File: src/rtl/tep_pkg.sv
package tep_pkg;

    // Command strobes gathered for internal routing
    typedef struct packed {
        logic load;
        logic start;
        logic stop;
        logic ien;
        logic idis;
        logic ack;
    } tep_cmd_t;

endpackage

File: src/rtl/tep_cfg_check.sv
module tep_cfg_check #(
    parameter int CNT_W = 8,
    parameter int NTOG  = 3
) (
    input  logic [NTOG-1:0][CNT_W-1:0] tog,
    input  logic [CNT_W-1:0]           per,
    output logic                       ok
);

    always_comb begin
        ok = (per != '0) && (tog[0] <= per);
        for (int k = 1; k < NTOG; k++) begin
            if (tog[k] != '0) begin
                if (tog[k] > per) ok = 1'b0;
                for (int j = 0; j < k; j++) begin
                    if (tog[k] <= tog[j]) ok = 1'b0;
                end
            end
        end
    end

endmodule

File: src/rtl/tep_timebase.sv
module tep_timebase #(
    parameter int CNT_W = 8
) (
    input  logic             clk,
    input  logic             rst_n,
    input  logic             start_req,
    input  logic             stop_req,
    input  logic [CNT_W-1:0] per,
    output logic             run,
    output logic [CNT_W-1:0] cnt,
    output logic             period_end
);

    typedef struct packed {
        logic             run;
        logic [CNT_W-1:0] cnt;
    } tb_st_t;

    tb_st_t st_d, st_q;

    assign period_end = st_q.run && (st_q.cnt == per - CNT_W'(1));
    assign run        = st_q.run;
    assign cnt        = st_q.cnt;

    always_comb begin
        st_d = st_q;
        if (stop_req) begin
            st_d.run = 1'b0;
            st_d.cnt = '0;
        end else if (start_req && !st_q.run) begin
            st_d.run = 1'b1;
            st_d.cnt = '0;
        end else if (st_q.run) begin
            st_d.cnt = period_end ? '0 : st_q.cnt + CNT_W'(1);
        end
    end

    always_ff @(posedge clk or negedge rst_n) begin
        if (!rst_n) st_q <= '0;
        else        st_q <= st_d;
    end

    // the running counter never reaches the active period
    p_cnt_in_period_r2: assert property (@(posedge clk) disable iff (!rst_n)
        st_q.run |-> (st_q.cnt < per));

    // a stop leaves the counter idle at zero
    p_stop_zeroes_r11: assert property (@(posedge clk) disable iff (!rst_n)
        stop_req |=> (!st_q.run && st_q.cnt == '0));

endmodule

File: src/rtl/tep_shadow.sv
module tep_shadow #(
    parameter int CNT_W = 8,
    parameter int NTOG  = 3,
    parameter int SEL_W = 3
) (
    input  logic                       clk,
    input  logic                       rst_n,
    input  logic                       wr_en,
    input  logic [SEL_W-1:0]           wr_sel,
    input  logic [CNT_W-1:0]           wr_data,
    input  logic                       load_req,
    input  logic                       stg_ok,
    input  logic                       run,
    input  logic                       period_end,
    output logic [NTOG-1:0][CNT_W-1:0] stg_tog,
    output logic [CNT_W-1:0]           stg_per,
    output logic [NTOG-1:0][CNT_W-1:0] act_tog,
    output logic [CNT_W-1:0]           act_per,
    output logic                       act_init,
    output logic                       err
);

    localparam logic [SEL_W-1:0] SEL_PER  = SEL_W'(NTOG);
    localparam logic [SEL_W-1:0] SEL_INIT = SEL_W'(NTOG + 1);

    typedef struct packed {
        logic [NTOG-1:0][CNT_W-1:0] tog;
        logic [CNT_W-1:0]           per;
        logic                       init;
    } tset_t;

    typedef struct packed {
        tset_t stg;
        tset_t pnd;
        logic  pnd_vld;
        tset_t act;
        logic  err;
    } sh_st_t;

    sh_st_t st_d, st_q;

    always_comb begin
        st_d = st_q;
        // pending set becomes active on a rollover, or at once when idle
        if (st_q.pnd_vld && (period_end || !run)) begin
            st_d.act     = st_q.pnd;
            st_d.pnd_vld = 1'b0;
        end
        if (load_req) begin
            if (stg_ok) begin
                st_d.pnd     = st_q.stg;
                st_d.pnd_vld = 1'b1;
                st_d.err     = 1'b0;
            end else begin
                st_d.err = 1'b1;
            end
        end
        if (wr_en) begin
            for (int k = 0; k < NTOG; k++) begin
                if (wr_sel == SEL_W'(k)) st_d.stg.tog[k] = wr_data;
            end
            if (wr_sel == SEL_PER)  st_d.stg.per  = wr_data;
            if (wr_sel == SEL_INIT) st_d.stg.init = wr_data[0];
        end
    end

    always_ff @(posedge clk or negedge rst_n) begin
        if (!rst_n) begin
            st_q         <= '0;
            st_q.stg.per <= CNT_W'(1);
            st_q.pnd.per <= CNT_W'(1);
            st_q.act.per <= CNT_W'(1);
        end else begin
            st_q <= st_d;
        end
    end

    assign stg_tog  = st_q.stg.tog;
    assign stg_per  = st_q.stg.per;
    assign act_tog  = st_q.act.tog;
    assign act_per  = st_q.act.per;
    assign act_init = st_q.act.init;
    assign err      = st_q.err;

    // active values hold steady inside a running period
    p_no_midperiod_swap_r7: assert property (@(posedge clk) disable iff (!rst_n)
        (run && !period_end) |=> $stable(st_q.act));

    // a rejected load raises the error flag
    p_reject_flags_r8: assert property (@(posedge clk) disable iff (!rst_n)
        (load_req && !stg_ok) |=> st_q.err);

    // the active period is never zero
    p_active_period_nonzero_r8: assert property (@(posedge clk) disable iff (!rst_n)
        st_q.act.per != '0);

endmodule

File: src/rtl/tep_wave.sv
module tep_wave #(
    parameter int CNT_W = 8,
    parameter int NTOG  = 3
) (
    input  logic                       clk,
    input  logic                       rst_n,
    input  logic [CNT_W-1:0]           cnt,
    input  logic [NTOG-1:0][CNT_W-1:0] tog,
    input  logic [CNT_W-1:0]           per,
    input  logic                       init_lvl,
    output logic                       wave
);

    logic [NTOG-1:0] passed;
    logic            lvl_eff;

    for (genvar k = 0; k < NTOG; k++) begin : g_tog
        assign passed[k] = (tog[k] != '0) && (cnt >= tog[k]);
    end

    always_comb begin
        if (tog[0] == '0)     lvl_eff = 1'b0;
        else if (tog[0] == per) lvl_eff = 1'b1;
        else                  lvl_eff = init_lvl;
    end

    assign wave = lvl_eff ^ (^passed);

    // zero first toggle gives a low period start
    p_zero_duty_low_r4: assert property (@(posedge clk) disable iff (!rst_n)
        (cnt == '0 && tog[0] == '0) |-> !wave);

    // full first toggle gives a high period start
    p_full_duty_high_r5: assert property (@(posedge clk) disable iff (!rst_n)
        (cnt == '0 && tog[0] == per) |-> wave);

endmodule

File: src/rtl/tri_edge_pwm.sv
module tri_edge_pwm #(
    parameter int CNT_W = 8,
    parameter int NTOG  = 3,
    parameter int SEL_W = $clog2(NTOG + 2)
) (
    input  logic             clk,
    input  logic             rst_n,
    input  logic             wr_en,
    input  logic [SEL_W-1:0] wr_sel,
    input  logic [CNT_W-1:0] wr_data,
    input  logic             load_req,
    input  logic             start_req,
    input  logic             stop_req,
    input  logic             irq_en_req,
    input  logic             irq_dis_req,
    input  logic             irq_ack,
    output logic             pwm_out,
    output logic             irq,
    output logic             err
);

    import tep_pkg::*;

    tep_cmd_t cmd;
    assign cmd = '{load: load_req, start: start_req, stop: stop_req,
                   ien: irq_en_req, idis: irq_dis_req, ack: irq_ack};

    logic [NTOG-1:0][CNT_W-1:0] stg_tog, act_tog;
    logic [CNT_W-1:0]           stg_per, act_per, cnt;
    logic                       act_init, stg_ok, run, period_end;

    tep_cfg_check #(.CNT_W(CNT_W), .NTOG(NTOG)) u_check (
        .tog (stg_tog),
        .per (stg_per),
        .ok  (stg_ok)
    );

    tep_shadow #(.CNT_W(CNT_W), .NTOG(NTOG), .SEL_W(SEL_W)) u_shadow (
        .clk        (clk),
        .rst_n      (rst_n),
        .wr_en      (wr_en),
        .wr_sel     (wr_sel),
        .wr_data    (wr_data),
        .load_req   (cmd.load),
        .stg_ok     (stg_ok),
        .run        (run),
        .period_end (period_end),
        .stg_tog    (stg_tog),
        .stg_per    (stg_per),
        .act_tog    (act_tog),
        .act_per    (act_per),
        .act_init   (act_init),
        .err        (err)
    );

    tep_timebase #(.CNT_W(CNT_W)) u_time (
        .clk        (clk),
        .rst_n      (rst_n),
        .start_req  (cmd.start),
        .stop_req   (cmd.stop),
        .per        (act_per),
        .run        (run),
        .cnt        (cnt),
        .period_end (period_end)
    );

    tep_wave #(.CNT_W(CNT_W), .NTOG(NTOG)) u_wave (
        .clk      (clk),
        .rst_n    (rst_n),
        .cnt      (cnt),
        .tog      (act_tog),
        .per      (act_per),
        .init_lvl (act_init),
        .wave     (pwm_out)
    );

    typedef struct packed {
        logic ien;
        logic sts;
    } irq_st_t;

    irq_st_t ir_d, ir_q;

    always_comb begin
        ir_d = ir_q;
        if (period_end)   ir_d.sts = 1'b1;
        else if (cmd.ack) ir_d.sts = 1'b0;
        if (cmd.idis) begin
            ir_d.ien = 1'b0;
            ir_d.sts = 1'b0;
        end else if (cmd.ien && run) begin
            ir_d.ien = 1'b1;
        end
    end

    always_ff @(posedge clk or negedge rst_n) begin
        if (!rst_n) ir_q <= '0;
        else        ir_q <= ir_d;
    end

    assign irq = ir_q.ien & ir_q.sts;

    // disable leaves the interrupt line low
    p_disable_quiet_r10: assert property (@(posedge clk) disable iff (!rst_n)
        irq_dis_req |=> !irq);

    // an enable taken while idle does nothing
    p_idle_enable_ignored_r10: assert property (@(posedge clk) disable iff (!rst_n)
        (irq_en_req && !run && !ir_q.ien && !irq_dis_req) |=> !ir_q.ien);

    // a period end always leaves status set unless disabled
    p_end_sets_status_r9: assert property (@(posedge clk) disable iff (!rst_n)
        (period_end && !irq_dis_req) |=> ir_q.sts);

endmodule

File: config.mk
export PLATFORM = sky130hd
export DESIGN_NAME = tri_edge_pwm
export DESIGN_NICKNAME = d
export VERILOG_FILES = /design/src/rtl/tep_pkg.sv /design/src/rtl/tep_cfg_check.sv /design/src/rtl/tep_timebase.sv /design/src/rtl/tep_shadow.sv /design/src/rtl/tep_wave.sv /design/src/rtl/tri_edge_pwm.sv
export SDC_FILE = /design/constraint.sdc
export NUM_CORES = 1
export LEC_CHECK = 0
export BUFFER_PORTS_ARGS = -buffer_cell sky130_fd_sc_hd__buf_4
export CAP_MARGIN = 20
export CORE_MARGIN = 10
export CORE_UTILIZATION = 65
export DETAILED_ROUTE_END_ITERATION = 10
export PLACE_DENSITY = 0.8
export SLEW_MARGIN = 20
export SYNTH_ARGS = -nofsm -noshare
export SYNTH_HDL_FRONTEND = slang
export SYNTH_SLANG_ARGS = --single-unit
File: constraint.sdc
create_clock -name clk -period 5.49 [get_ports clk]
set_input_delay 1.098 -clock clk [delete_from_list [all_inputs] [get_ports clk]]
set_output_delay 1.098 -clock clk [all_outputs]
set_load 0.005 [all_outputs]
* Yosys cells after proc, flatten, opt, wreduce, memory -nomap -nowiden
Cells that the tools add are included.
** Word-level totals
- Output and inout port bits :: 3
- Input port bits :: 20
- Register bits after elaboration :: 112
** Cells by class
- Reduce and logical (&&, ||, !) cells :: 29
- Eq/ne operators :: 6
- Magnitude comparators :: 9
- $add $sub $neg :: 2
- Bitwise logic cells :: 2
- Mux-type cells :: 23
** Operators with widths (number)
- 8-bit nonzero test :: 6
- 34-bit two-way mux :: 1
- 8-bit <= comparator :: 4
- 8-bit greater-or-equal comparator :: 3
- 8-bit two-way mux :: 3
- 1-bit two-way mux :: 18
- 8-bit == test :: 2
- 8-bit greater-than comparator :: 2
- 2-bit AND reduction :: 6
- 9-bit two-way mux :: 1
- 8-bit by 1-bit adder with 8-bit output (second input constant) :: 1
- 1-bit logical AND :: 8
- 8-bit logical NOT :: 1
- 8-bit by 1-bit subtractor with 8-bit output (second input constant) :: 1
- 3-bit by 2-bit == test with 1-bit output (second input constant) :: 2
- 3-bit nonzero test :: 2
- 2-bit nonzero test :: 2
- 3-bit by 1-bit == test with 1-bit output (second input constant) :: 1
- 3-bit == test (second input constant) :: 1
- 3-bit logical NOT :: 1
- 3-bit XOR reduction :: 1
- 1-bit AND :: 1
- 1-bit logical NOT :: 1
- 1-bit logical OR :: 1
- 1-bit XOR :: 1

* Longest topological paths before layout
- Depth in word-level cells :: 11
- Gate-level depth with buffers :: 12

* Modules after synthesis
A second synthesis with hierarchy kept.
** Unflattened totals
- Cells, all modules :: 637
- Area, all modules :: 6988.0 um^2
** Modules (own cells, without submodules)
- tep_shadow :: seq. area each 2531.2 um^2, times used 1, area an instance 4269.1 um^2, cells each 285
- tep_cfg_check :: seq. area each 0.0 um^2, times used 1, area an instance 1157.4 um^2, cells each 149
- tep_timebase :: seq. area each 225.2 um^2, times used 1, area an instance 748.2 um^2, cells each 92
- tep_wave :: seq. area each 0.0 um^2, times used 1, area an instance 729.4 um^2, cells each 103
- tri_edge_pwm :: seq. area each 50.0 um^2, times used 1, area an instance 83.8 um^2, cells each 8

* Worst setup path after synthesis
Ideal clock, no wire load.
- Path kind :: register -> output
- Start point :: reg u_time.st_q, in the netlist u_time.cnt[0]
- End point :: out pwm_out
- Cell stages (with the launch flop) :: 10
- Slack :: 2.500 ns
- Arrival :: 1.892 ns
- Path buffers :: 0
- Data required time :: 4.392 ns
- Path through :: dfrtp_1 > inv_1 > ha_1 > nand2b_1 > a211oi_1 > o21ai_0 > a311oi_1 > xnor2_1 > a21oi_1 > xnor2_1
** On the way
- Word-level cells in the longest chain between the ends :: 4
** Ends and longest elaborated chain
- from (decl) :: RTL line tep_timebase.sv:19 : tb_st_t st_d, st_q;
- from (signal assigned) :: RTL line tep_timebase.sv:40 : else st_q <= st_d;
- 8-bit greater-or-equal comparator :: RTL line tep_wave.sv:18 : assign passed[k] = (tog[k] != '0) && (cnt >= tog[k]);
- 1-bit logical AND :: RTL line tep_wave.sv:18
- 3-bit XOR reduction (*) :: RTL line tep_wave.sv:27 : assign wave = lvl_eff ^ (^passed);
- 1-bit XOR (*) :: RTL line tep_wave.sv:27
- to (decl) :: RTL line tri_edge_pwm.sv:17 : output logic pwm_out,
Every way passes the cells marked *; elsewhere a longest branch is shown, timed or not.

* Worst setup path in the final report
Ends and elaborated chain as after synthesis.

==> summary.md <==
| Metric | Value |
|---|---|
| Number of nets still failing antenna checks after routing | `0` |
| Post-synthesis async set-or-reset flop share | `100%` |
| Number of instances in the placed design | `722` |
| Routed vias | `4515` |
| Worst setup path category | `flip-flop to output port` |
| Total wire length after detailed routing | `14400 um` |
| PostCTS Resize Cnt | `0` |
| Class of the tightest hold or removal check | `flip-flop to flip-flop` |
| Maximum number of pins on one net before global-route repair | `64` |
| Multi-input combinational cell area | `3470 um2` |
| DRC violations left | `0` |
| R2r setup slk | `2.35 ns` |
| Register area | `2810 um2` |
| Clock tree from TritonCTS | `built` |
| Sort of element at the end of the critical path | `output port` |
| Net count after synthesis | `674` |
| Number of distinct library cell variants in the gate-level netlist after synthesis | `55` |
| Largest cells by area after synthesis | `dfrtp_1 41%, ha_1 14%, mux2_2 6.8%, mux2_4 6.8%, inv_1 3.0%` |
| Number of clock buffers inserted by TritonCTS | `9` |
| Total of max-cap violations | `0` |
| Number of filler cells placed in the layout | `738` |
| Via density per instance | `6.11` |
| Most numerous cell in the Yosys netlist | `dfrtp_1` |
| Antenna violations before repair | `0` |
| Relative area change from synthesis to final layout | `6.51%` |
| Max Clock Freq | `0.268 GHz` |
| Run status | `completed` |
| First-pass detailed-route iteration total | `4` |
| Relative slew slack | `39.9%` |
| Destination of the worst register-to-register timing path | `u_shadow.act_tog[0]` |
| Synth cell count leaders | `109 x dfrtp_1, 74 x ha_1, 52 x inv_1` |
| Number of port buffers | `22` |
| CTS root buf | `clkbuf_8` |
| Power share of the combinational group | `34.5%` |
| End point of the most critical hold path | `u_shadow.st_q[45]` |
| Worst reg2reg startpoint | `u_shadow.act_per[0]` |
| Placed Instance Area | `6810 um2` |
| Layout Skew | `0.0100 ns` |
| Clock group share of total power | `19.2%` |
| Number of synthesized flops with an enable pin | `0` |
| Crit path time final | `3.73 ns` |
| Die Footprint | `14600 um2` |
| Via count of the first global-routing pass | `4717` |
| RePlAce Congestion | `0.883` |
| Number of sinks on the clock net | `112` |
| Share of final-layout standard cells stronger than drive strength 1 | `19.8%` |
| Width of the die | `121 um` |
| Overall fraction of global-route tracks in use | `20.1%` |
| Count of pins on the block boundary | `23` |
| Synth warnings | `0` |
| Post-CTS Setup Inserts | `0` |
| Sw Share | `36.5%` |
| Final hold viol count | `0` |
| Post-DP HPWL | `10900 um` |
| Minimum hold slack | `0.496 ns` |
| Global-route wire length before repair | `23600 um` |
| Area of the placeable core | `9820 um2` |
| Setup repair after global routing missed its margin | `no` |
| Number of levels the H-tree was split into | `3` |
| Number of synthesized register bits | `112` |
| Crit path required time | `4.39 ns` |
| Grt ovf | `0` |
| Clock transition at the register clock pins on the worst setup and hold paths after CTS | `0.11 ns` |
| Total internal power | `1.64 mW` |
| Primary FF master, synth | `dfrtp_1` |
| Number of standard cells in the final layout excluding fillers | `739` |
| Largest fanout on the critical path | `7` |
| Startpoint type of the worst setup path | `flip-flop` |
| Number of cells traversed by the worst hold path | `1` |
| Setup TNS after final layout | `0 ns` |
| Std cell rows | `36` |
| Worst-Margin Slew | `0.895 ns` |
| Worst supply voltage drop on vdd | `239 uV` |
| Leak pwr | `3.30 nW` |
| Number of buffers on the longest clock path | `2` |
| Tot Pwr | `2.58 mW` |
| Cell area after technology mapping | `6610 um2` |
| Initial Utilization | `67.3%` |
| HP Start | `u_shadow.st_q[45]` |
| Count of routing violations after the opening detailed-route iteration | `358` |
| Cell taking the most area after synthesis | `dfrtp_1` |
| Hold-fix buffers at CTS | `0` |
| Share of Yosys cell area claimed by the top area cell type | `41.3%` |
| Avg Cell Area, Syn | `11.4 um2` |
| Worst-Skew Late Latency | `0.39 ns` |
| Post-detailed-route wirelength per cell | `19.5 um` |
| Sequential area share after synthesis | `42.5%` |
| Worst path arrival time | `2.63 ns` |
| ANT cells | `0` |
| Net Switching | `0.942 mW` |
| Final setup fails | `0` |
| Number of pins with negative max-slew slack in the final report | `0` |
| Power per unit of standard cell area | `367 nW/um2` |
| Final nets | `695` |
| R2R cell count | `10` |
| Final non-filler cell area | `7040 um2` |
| Die outline height | `121 um` |
| Post-route clock period utilization | `67.9%` |
| Syn Inst Count | `580` |
| Register share of total power | `46.2%` |
cell usage in the layout (no fill, tap or decap), types with 3 or more instances in the layout:
cell | netlist | routed
a21oi_1 | 27 | 27
dfstp_2 | 3 | 3
mux2_1 | 12 | 12
nand4_1 | 11 | 11
nor2b_1 | 10 | 10
inv_1 | 52 | 52
nand2_1 | 33 | 33
nand2b_1 | 4 | 4
dfrtp_1 | 109 | 109
o21ai_0 | 28 | 28
xnor2_1 | 11 | 11
nor2_1 | 20 | 20
ha_1 | 74 | 74
o21a_1 | 3 | 3
mux2_2 | 40 | 40
xor2_1 | 11 | 11
mux2_4 | 30 | 30
nor4_1 | 14 | 14
nand3_1 | 12 | 12
and3_1 | 3 | 3
a22o_1 | 3 | 3
nor3_1 | 6 | 6
a21o_1 | 6 | 6
buf_4 | 0 | 24
o211ai_1 | 6 | 6
clkbuf_8 | 0 | 9
critical path, cell delays in order (launching register included):
cell,delay (ns)
dfrtp_1,0.50
inv_1,0.13
ha_1,0.28
nand2b_1,0.14
a211oi_1,0.20
o21ai_0,0.10
a311oi_1,0.31
xnor2_1,0.12
a21oi_1,0.19
xnor2_1,0.15
buf_4,0.13
metal layers:
metal  vias to the layer above  GRT usage [%]  wire length (um)
li1                       2122              -                 -
met1                      2249           24.7              6400
met2                       108           33.4              7100
met3                        36           4.33               485
met4                         0           8.30               407
met5                         -              0                 0
cell families (layout without fill, tap and decap cells):
family                   count (synthesis)  count (layout)  synth area share, %
buffers and inverters                   67              93                 5.15
AND/OR/NAND/NOR                        124             124                 9.70
AO/OA/AOI/OAI                           97              97                 9.77
flip-flops                             112             112                 42.5
XOR/XNOR                                22              22                 2.92
multiplexers                            84              84                 16.0
adder cells (fa/ha/maj)                 74              74                 14.0
sequential cells by signal, summed over array words and instances (netlist names):
signal and cells:
ir_q 2, u_shadow.act_init 1, u_shadow.act_per 8, u_shadow.act_tog 24, u_shadow.err 1, u_shadow.st_q 35, u_shadow.stg_per 8, u_shadow.stg_tog 24
u_time.cnt 8, u_time.run 1
per-stage QoR:
stage / utilization, % / setup WS (ns)
5_1_grt: 71.7 / 1.41
4_1_cts: 71.5 / 1.76
3_5_place_dp: 69.4 / 2.09
2_1_floorplan: - / 2.50
6_report: 71.7 / 1.76
3_3_place_gp: 69.4 / 2.19
power groups by stage:
stage	clock network (mW)	registers [mW]	logic, mW
after floorplan	0	1.11	0.683
after global placement	0	1.19	0.826
after detailed placement	0	1.21	0.879
after CTS	0.507	1.19	0.889
after global routing	0.537	1.21	1.00
final	0.496	1.19	0.890
worst max-delay path by stage:
stage / start / endpoint / slack [ns]
final: u_time.cnt[0] / pwm_out / 1.76
after global routing: u_time.cnt[0] / pwm_out / 1.41
after detailed placement: u_shadow.act_per[0] / u_shadow.act_tog[2] / 2.09
after global placement: u_shadow.act_per[0] / u_shadow.act_tog[0] / 2.19
after CTS: u_time.cnt[0] / pwm_out / 1.76
after floorplan: u_time.cnt[0] / pwm_out / 2.50
area by class of cell:
| type | instances | area share [%] |
|---|---|---|
| Clock buffer | 9 | 1.76 |
| Clock inverter | 7 | 1.14 |
| Inverter | 52 | 2.77 |
| Multi-Input combinational cell | 401 | 49.2 |
| Sequential cell | 112 | 39.9 |
| Tap cell | 133 | 2.36 |
| Timing Repair Buffer | 25 | 2.84 |
No activity file was read; power rests on OpenSTA's default activity.
